`src/rtl/ddr_rd_pkg.sv`:
```
package ddr_rd_pkg;
  typedef enum logic [1:0] {BL_2 = 2'd0, BL_4 = 2'd1, BL_8 = 2'd2, BL_8X = 2'd3} bl_sel_e;

  function automatic logic [2:0] pair_cnt(input logic [1:0] code);
    case (bl_sel_e'(code))
      BL_2:    return 3'd1;
      BL_4:    return 3'd2;
      default: return 3'd4;
    endcase
  endfunction
endpackage

```
`src/rtl/ddr_rd_cmd_pipe.sv`:
```
module ddr_rd_cmd_pipe #(
  parameter int BANK_W = 2,
  parameter int COL_W  = 10,
  parameter int DEPTH  = 2,
  localparam int TW    = (DEPTH > 1) ? $clog2(DEPTH) : 1
) (
  input  logic              clk_i,
  input  logic              rst_ni,
  input  logic              rd_i,
  input  logic [BANK_W-1:0] bank_i,
  input  logic [COL_W-1:0]  col_i,
  input  logic              ap_i,
  input  logic [TW-1:0]     tap_i,
  output logic              launch_o,
  output logic [BANK_W-1:0] bank_o,
  output logic [COL_W-1:0]  col_o,
  output logic              ap_o
);
  typedef struct packed {
    logic              vld;
    logic              ap;
    logic [BANK_W-1:0] bank;
    logic [COL_W-1:0]  col;
  } stage_t;

  stage_t stg [DEPTH];

  for (genvar i = 0; i < DEPTH; i++) begin : g_stage
    stage_t nxt;
    if (i == 0) begin : g_head
      assign nxt = '{vld: rd_i, ap: ap_i, bank: bank_i, col: col_i};
    end else begin : g_tail
      assign nxt = stg[i-1];
    end
    always_ff @(posedge clk_i or negedge rst_ni) begin
      if (!rst_ni) stg[i] <= '0;
      else         stg[i] <= nxt;
    end
  end

  // tap chosen so the engine loads one clock before the first pair
  assign launch_o = stg[tap_i].vld;
  assign bank_o   = stg[tap_i].bank;
  assign col_o    = stg[tap_i].col;
  assign ap_o     = stg[tap_i].ap;
endmodule

```
`src/rtl/ddr_rd_burst_ctl.sv`:
```
module ddr_rd_burst_ctl
  import ddr_rd_pkg::*;
#(
  parameter int BANK_W = 2,
  parameter int COL_W  = 10,
  parameter int BL_MAX = 8,
  localparam int PW    = $clog2(BL_MAX / 2),
  localparam int NBANK = 2 ** BANK_W
) (
  input  logic              clk_i,
  input  logic              rst_ni,
  input  logic [1:0]        bl_i,
  input  logic              launch_i,
  input  logic [BANK_W-1:0] bank_i,
  input  logic [COL_W-1:0]  col_i,
  input  logic              ap_i,
  output logic              act_o,
  output logic [BANK_W-1:0] bank_o,
  output logic [COL_W-1:0]  col_o,
  output logic [PW-1:0]     pidx_o,
  output logic [COL_W-1:0]  mask_o,
  output logic              dqs_en_o,
  output logic [NBANK-1:0]  pre_req_o
);
  logic [PW-1:0] last_q;
  logic          ap_q;
  logic          ends;
  logic [2:0]    npairs;

  assign npairs = pair_cnt(bl_i);
  assign ends   = act_o && (launch_i || pidx_o == last_q);

  always_ff @(posedge clk_i or negedge rst_ni) begin
    if (!rst_ni) begin
      act_o  <= 1'b0;
      bank_o <= '0;
      col_o  <= '0;
      pidx_o <= '0;
      last_q <= '0;
      mask_o <= '0;
      ap_q   <= 1'b0;
    end else if (launch_i) begin
      act_o  <= 1'b1;
      bank_o <= bank_i;
      col_o  <= col_i & ~COL_W'(1);
      pidx_o <= '0;
      last_q <= PW'(npairs - 3'd1);
      mask_o <= COL_W'({npairs, 1'b0} - 4'd1);
      ap_q   <= ap_i;
    end else if (act_o) begin
      if (pidx_o == last_q) act_o <= 1'b0;
      else                  pidx_o <= pidx_o + PW'(1);
    end
  end

  // request fires the clock after the final pair, also when cut short
  always_ff @(posedge clk_i or negedge rst_ni) begin
    if (!rst_ni)           pre_req_o <= '0;
    else if (ends && ap_q) pre_req_o <= NBANK'(1) << bank_o;
    else                   pre_req_o <= '0;
  end

  assign dqs_en_o = act_o | launch_i;
endmodule

```
`src/rtl/ddr_rd_data_fmt.sv`:
```
module ddr_rd_data_fmt #(
  parameter int BANK_W = 2,
  parameter int COL_W  = 10,
  parameter int DW     = 16,
  parameter int PW     = 2
) (
  input  logic              act_i,
  input  logic [BANK_W-1:0] bank_i,
  input  logic [COL_W-1:0]  col_i,
  input  logic [PW-1:0]     pidx_i,
  input  logic [COL_W-1:0]  mask_i,
  output logic [DW-1:0]     rise_o,
  output logic [DW-1:0]     fall_o
);
  logic [DW-1:0] elem [2];

  for (genvar e = 0; e < 2; e++) begin : g_elem
    logic [COL_W-1:0] off;
    logic [COL_W-1:0] col;
    assign off = col_i + COL_W'({pidx_i, 1'b0}) + COL_W'(e);
    assign col = (col_i & ~mask_i) | (off & mask_i);
    assign elem[e] = act_i ? ((DW'(bank_i) << COL_W) | DW'(col)) : '0;
  end

  assign rise_o = elem[0];
  assign fall_o = elem[1];
endmodule

```
`src/rtl/ddr_rd_seq.sv`:
```
module ddr_rd_seq #(
  parameter int BANK_W = 2,
  parameter int COL_W  = 10,
  parameter int DW     = 16,
  parameter int BL_MAX = 8,
  parameter int CL_MAX = 3,
  localparam int NBANK = 2 ** BANK_W,
  localparam int DEPTH = CL_MAX - 1,
  localparam int TW    = (DEPTH > 1) ? $clog2(DEPTH) : 1,
  localparam int PW    = $clog2(BL_MAX / 2)
) (
  input  logic              clk_i,
  input  logic              rst_ni,
  input  logic [1:0]        cfg_bl_i,
  input  logic              cfg_cl_i,
  input  logic              rd_i,
  input  logic [BANK_W-1:0] rd_bank_i,
  input  logic [COL_W-1:0]  rd_col_i,
  input  logic              rd_ap_i,
  output logic [DW-1:0]     dq_rise_o,
  output logic [DW-1:0]     dq_fall_o,
  output logic              dq_oe_o,
  output logic [1:0]        dqs_o,
  output logic              dqs_en_o,
  output logic [NBANK-1:0]  pre_req_o
);
  logic              launch, l_ap, act;
  logic [BANK_W-1:0] l_bank, e_bank;
  logic [COL_W-1:0]  l_col, e_col, e_mask;
  logic [PW-1:0]     e_pidx;

  ddr_rd_cmd_pipe #(.BANK_W(BANK_W), .COL_W(COL_W), .DEPTH(DEPTH)) u_pipe (
    .clk_i, .rst_ni, .rd_i, .bank_i(rd_bank_i), .col_i(rd_col_i), .ap_i(rd_ap_i),
    .tap_i(TW'(cfg_cl_i)), .launch_o(launch), .bank_o(l_bank), .col_o(l_col), .ap_o(l_ap)
  );

  ddr_rd_burst_ctl #(.BANK_W(BANK_W), .COL_W(COL_W), .BL_MAX(BL_MAX)) u_ctl (
    .clk_i, .rst_ni, .bl_i(cfg_bl_i), .launch_i(launch), .bank_i(l_bank), .col_i(l_col),
    .ap_i(l_ap), .act_o(act), .bank_o(e_bank), .col_o(e_col), .pidx_o(e_pidx),
    .mask_o(e_mask), .dqs_en_o(dqs_en_o), .pre_req_o(pre_req_o)
  );

  ddr_rd_data_fmt #(.BANK_W(BANK_W), .COL_W(COL_W), .DW(DW), .PW(PW)) u_fmt (
    .act_i(act), .bank_i(e_bank), .col_i(e_col), .pidx_i(e_pidx), .mask_i(e_mask),
    .rise_o(dq_rise_o), .fall_o(dq_fall_o)
  );

  assign dq_oe_o = act;
  assign dqs_o   = act ? 2'b10 : 2'b00;
endmodule

```
`config.mk`:
```
export PLATFORM = sky130hd
export DESIGN_NAME = ddr_rd_seq
export DESIGN_NICKNAME = d
export VERILOG_FILES = /design/src/rtl/ddr_rd_pkg.sv /design/src/rtl/ddr_rd_cmd_pipe.sv /design/src/rtl/ddr_rd_burst_ctl.sv /design/src/rtl/ddr_rd_data_fmt.sv /design/src/rtl/ddr_rd_seq.sv
export SDC_FILE = /design/constraint.sdc
export NUM_CORES = 1
export LEC_CHECK = 0
export CORE_AREA = 2 2 81 83
export DETAILED_ROUTE_END_ITERATION = 10
export DIE_AREA = 0 0 83 85
export HOLD_SLACK_MARGIN = 0.1
export SYNTH_ARGS = -nofsm -noshare
export SYNTH_HDL_FRONTEND = slang
export SYNTH_SLANG_ARGS = --single-unit
```
`constraint.sdc`:
```
create_clock -name clk_i -period 5.82 [get_ports clk_i]
set_input_delay 1.746 -clock clk_i [delete_from_list [all_inputs] [get_ports clk_i]]
set_output_delay 1.746 -clock clk_i [all_outputs]
set_load 0.01 [all_outputs]
```
==> impl_results.md <==
* Overall Global Routing Usage at 0.104
* Vias per cell at 4.37
* Setup CP Type: in2out
* Number of enable-type register cells in the synthesized netlist at 0
* Portion of the clock cycle consumed by the worst path in the final layout at 0.842
* Setup repair after global routing missed its margin: false
* Total number of nets in the final design at 239
* Fillers at 602
* Placer Congestion at 0.777
* Reported max-cap violation count at 0
* Setup slack of the worst register-to-register path at 4.37 ns
* End point of the worst hold path: u_pipe.stg[1]
* Cell at the root of the clock tree: clkbuf_8
* Share of the core filled with cells in the final layout at 0.422
* Total Wirelength at 3.42 mm
* TritonCTS clock tree: built
* Leakage power at 0.00113 µW
* Standard cell core area at 6200 µm²
* Worst setup slack before clock tree synthesis at 0.887 ns
* Maximum number of pins on one net before global-route repair at 50
* Worst Setup End Kind: output pin
* Worst Hold Launch: u_pipe.g_stage[1].nxt[1]
* WP data required at 4.07 ns
* Post-detailed-placement cell area at 2520 µm²
* Number of I/O pins at 59
* Run status: complete, no violations
* Final worst clock skew at 0.00697 ns
* Chip Width at 83 µm
* Total gr overflow at 0
* Critical-path cell list: clkdlybuf4s50_1, mux2i_4, nand2_1, clkdlybuf4s50_1
* Pwr per Cell Area at 342 nW/µm²
* DRC viols at 0
* Type of the tightest min-delay check: reg2reg
* Clock buffer depth at 2
* Maximum fanout along the worst path at 2
* Count of cell types in the netlist at 36
* Via count of the first global-routing pass at 1296
* Number of slew-limit violations in the final report at 0
* Clock period minus final worst setup slack at 4.90 ns
* Worst-Margin Slew at 1.07 ns
* Hold Path Cell Cnt at 0
* Final HPWL from detailed placement at 2.47 mm
* Min setup slack post-route at 0.922 ns
* Slowest cell on the critical path: clkdlybuf4s50_1
* Number of iterations in the first detailed-routing pass at 2
* Delay of the slowest cell on the worst path at 0.55 ns
* Number of cells on the worst reg-to-reg path at 3
* Synth Register Bits at 49
* Via Count at 1290
* Resize count post-CTS at 0
* Buffer count from post-CTS setup fixing at 0
* Overall Power at 896 µW
* CP arrival at 3.15 ns
* Number of hold-slack violations in the final timing report at 0
* Average wire per standard cell at 11.6 µm
* Global-route wire length before repair at 5.88 mm
* Fraction of final layout cells sized beyond drive strength 1 at 0.0780
* IO buf count at 47
* Combined buffer and inverter count along the critical path at 2
* Headroom to the max-slew limit at 0.288
* Summed area of non-filler cells in the final layout at 2620 µm²
* Primary FF master, synth: dfrtp_1
* Syn. warnings at 0
* CP top delay family: buffers and inverters
* Relative area change from synthesis to final layout at 24.7%
* Worst skew pair latency at 0.30 ns
* Footprint of the flip-flops and latches at 1230 µm²
* Count of routing violations after the opening detailed-route iteration at 46
* Critical Path Source Type: input pin
* Maximum VDD drop at 0.127 mV
* Setup violators final at 0
* Sinks on the clock net at 49
* Achievable frequency at 204 MHz
* Top cell by count, worst path: clkdlybuf4s50_1
* Antenna diode instance count at 0
* Post-synthesis sequential area ratio at 0.584
* Number of buffers added to fix hold violations after cts at 0
* Area of the mapped netlist at 2100 µm²
* Number of CTS-inserted buffers at 5
* Number of antenna violations at the first check in global routing at 0
* Footprint of the multi-input gates at 701 µm²
* Number of H-tree branching levels at 2
* Clock transition at path regs at 0.08 ns
* Mean cell area of the mapped netlist at 11.7 µm²
* Standard-cell rows at 29
* Critical R2R Launch: u_ctl.act_o
* Die Height at 85 µm
* Fraction of registers with async set or reset after synthesis at 1.00
* Final total negative setup slack at 0 ns
* Gate count after technology mapping at 179
* Crit Reg-Reg Endpoint: u_ctl.pidx_o[0]
* Initial core utilization at 0.339
* Area of the die at 7060 µm²
* DRT antenna net count at 0
## registers in the layout, summed over array words and instances (netlist names)
| register | count |
|---|---|
| u_ctl.ap_q | 1 |
| u_ctl.last_q | 1 |
| u_pipe.g_stage.nxt | 13 |
| u_ctl.col_o | 9 |
| u_ctl.bank_o | 2 |
| u_ctl.pre_req_o | 4 |
| u_ctl.act_o | 1 |
| u_ctl.mask_o | 3 |
| u_ctl.pidx_o | 2 |
| u_pipe.stg | 13 |
## worst max path at each step
| stage | depth (start not counted) | endpoint | from | slack [ns] |
|---|---|---|---|---|
| finish | 4 | dqs_en_o | cfg_cl_i | 0.92 |
| global placement | 4 | dqs_en_o | cfg_cl_i | 0.90 |
| global route | 4 | dqs_en_o | cfg_cl_i | 0.86 |
| detailed placement | 4 | dqs_en_o | cfg_cl_i | 0.89 |
| CTS | 4 | dqs_en_o | cfg_cl_i | 0.89 |
| floorplan | 4 | dqs_en_o | cfg_cl_i | 1.60 |
## area by class of cell
class / count / area share
Multi-Input combinational cell: 108 / 0.267
Clock inverter: 1 / 0.00191
Inverter: 4 / 0.00573
Tap cell: 77 / 0.0368
Clock buffer: 7 / 0.0368
Timing Repair Buffer: 49 / 0.183
Sequential cell: 49 / 0.468
## logic make-up (layout without fill, tap and decap cells)
| logic type | count (synthesis) | after routing | share of synthesized area |
|---|---|---|---|
| muxes | 17 | 17 | 0.0875 |
| other | 1 | 10 | 0.00179 |
| adders and majority gates | 3 | 3 | 0.0214 |
| AOI/OAI and AO/OA | 28 | 28 | 0.0786 |
| DFF | 49 | 49 | 0.584 |
| xor gates and xnor gates | 3 | 3 | 0.0125 |
| buffers and inverters | 31 | 61 | 0.0989 |
| and+or+nand+nor | 47 | 47 | 0.116 |
## per-layer routing
| layer | GRT usage | vias to the layer above | part of all wire |
|---|---|---|---|
| met5 | 0 | - | 0 |
| met4 | 0.0492 | 0 | 0.020 |
| met3 | 0.0282 | 6 | 0.037 |
| met2 | 0.172 | 31 | 0.48 |
| met1 | 0.125 | 605 | 0.46 |
| li1 | - | 648 | - |
## power breakdown
group	total [µW]	switching, µW	leakage [µW]	internal (µW)
logic	276	123	0.000493	153
clock network	213	105	0.0000542	107
registers	407	35.2	0.000586	372
total	896	264	0.00113	632
## cells in the final DEF, fill, tap and decap left out, drive strengths merged, types with 3 or more instances in the layout
| cell | instances |
|---|---|
| clkdlybuf4s50 | 46 |
| inv | 3 |
| and2 | 4 |
| nor2 | 4 |
| o21ai | 15 |
| clkbuf | 7 |
| nand2 | 21 |
| a21oi | 6 |
| mux2i | 16 |
| nand2b | 5 |
| conb | 10 |
| dfrtp | 49 |
| buf | 3 |
## Yosys cell counts (3+ instances only)
| cell | n | area [µm²] |
|---|---|---|
| a21oi_1 | 6 | 30.0 |
| and2_1 | 4 | 25.0 |
| buf_2 | 3 | 15.0 |
| buf_4 | 23 | 173 |
| dfrtp_1 | 49 | 1230 |
| inv_1 | 3 | 11.3 |
| mux2i_1 | 15 | 150 |
| nand2_1 | 20 | 75.1 |
| nand2b_1 | 5 | 31.3 |
| nor2_1 | 4 | 15.0 |
| o21ai_0 | 15 | 75.1 |
## through the flow
stage               hold slack, ns  instances
detailed placement           0.366        287
global placement             0.362        287
CTS                          0.385        295
floorplan                    0.353        188
global route                 0.396        295
finish                       0.380        295
Note: power is estimated with default switching activity, not from simulation.
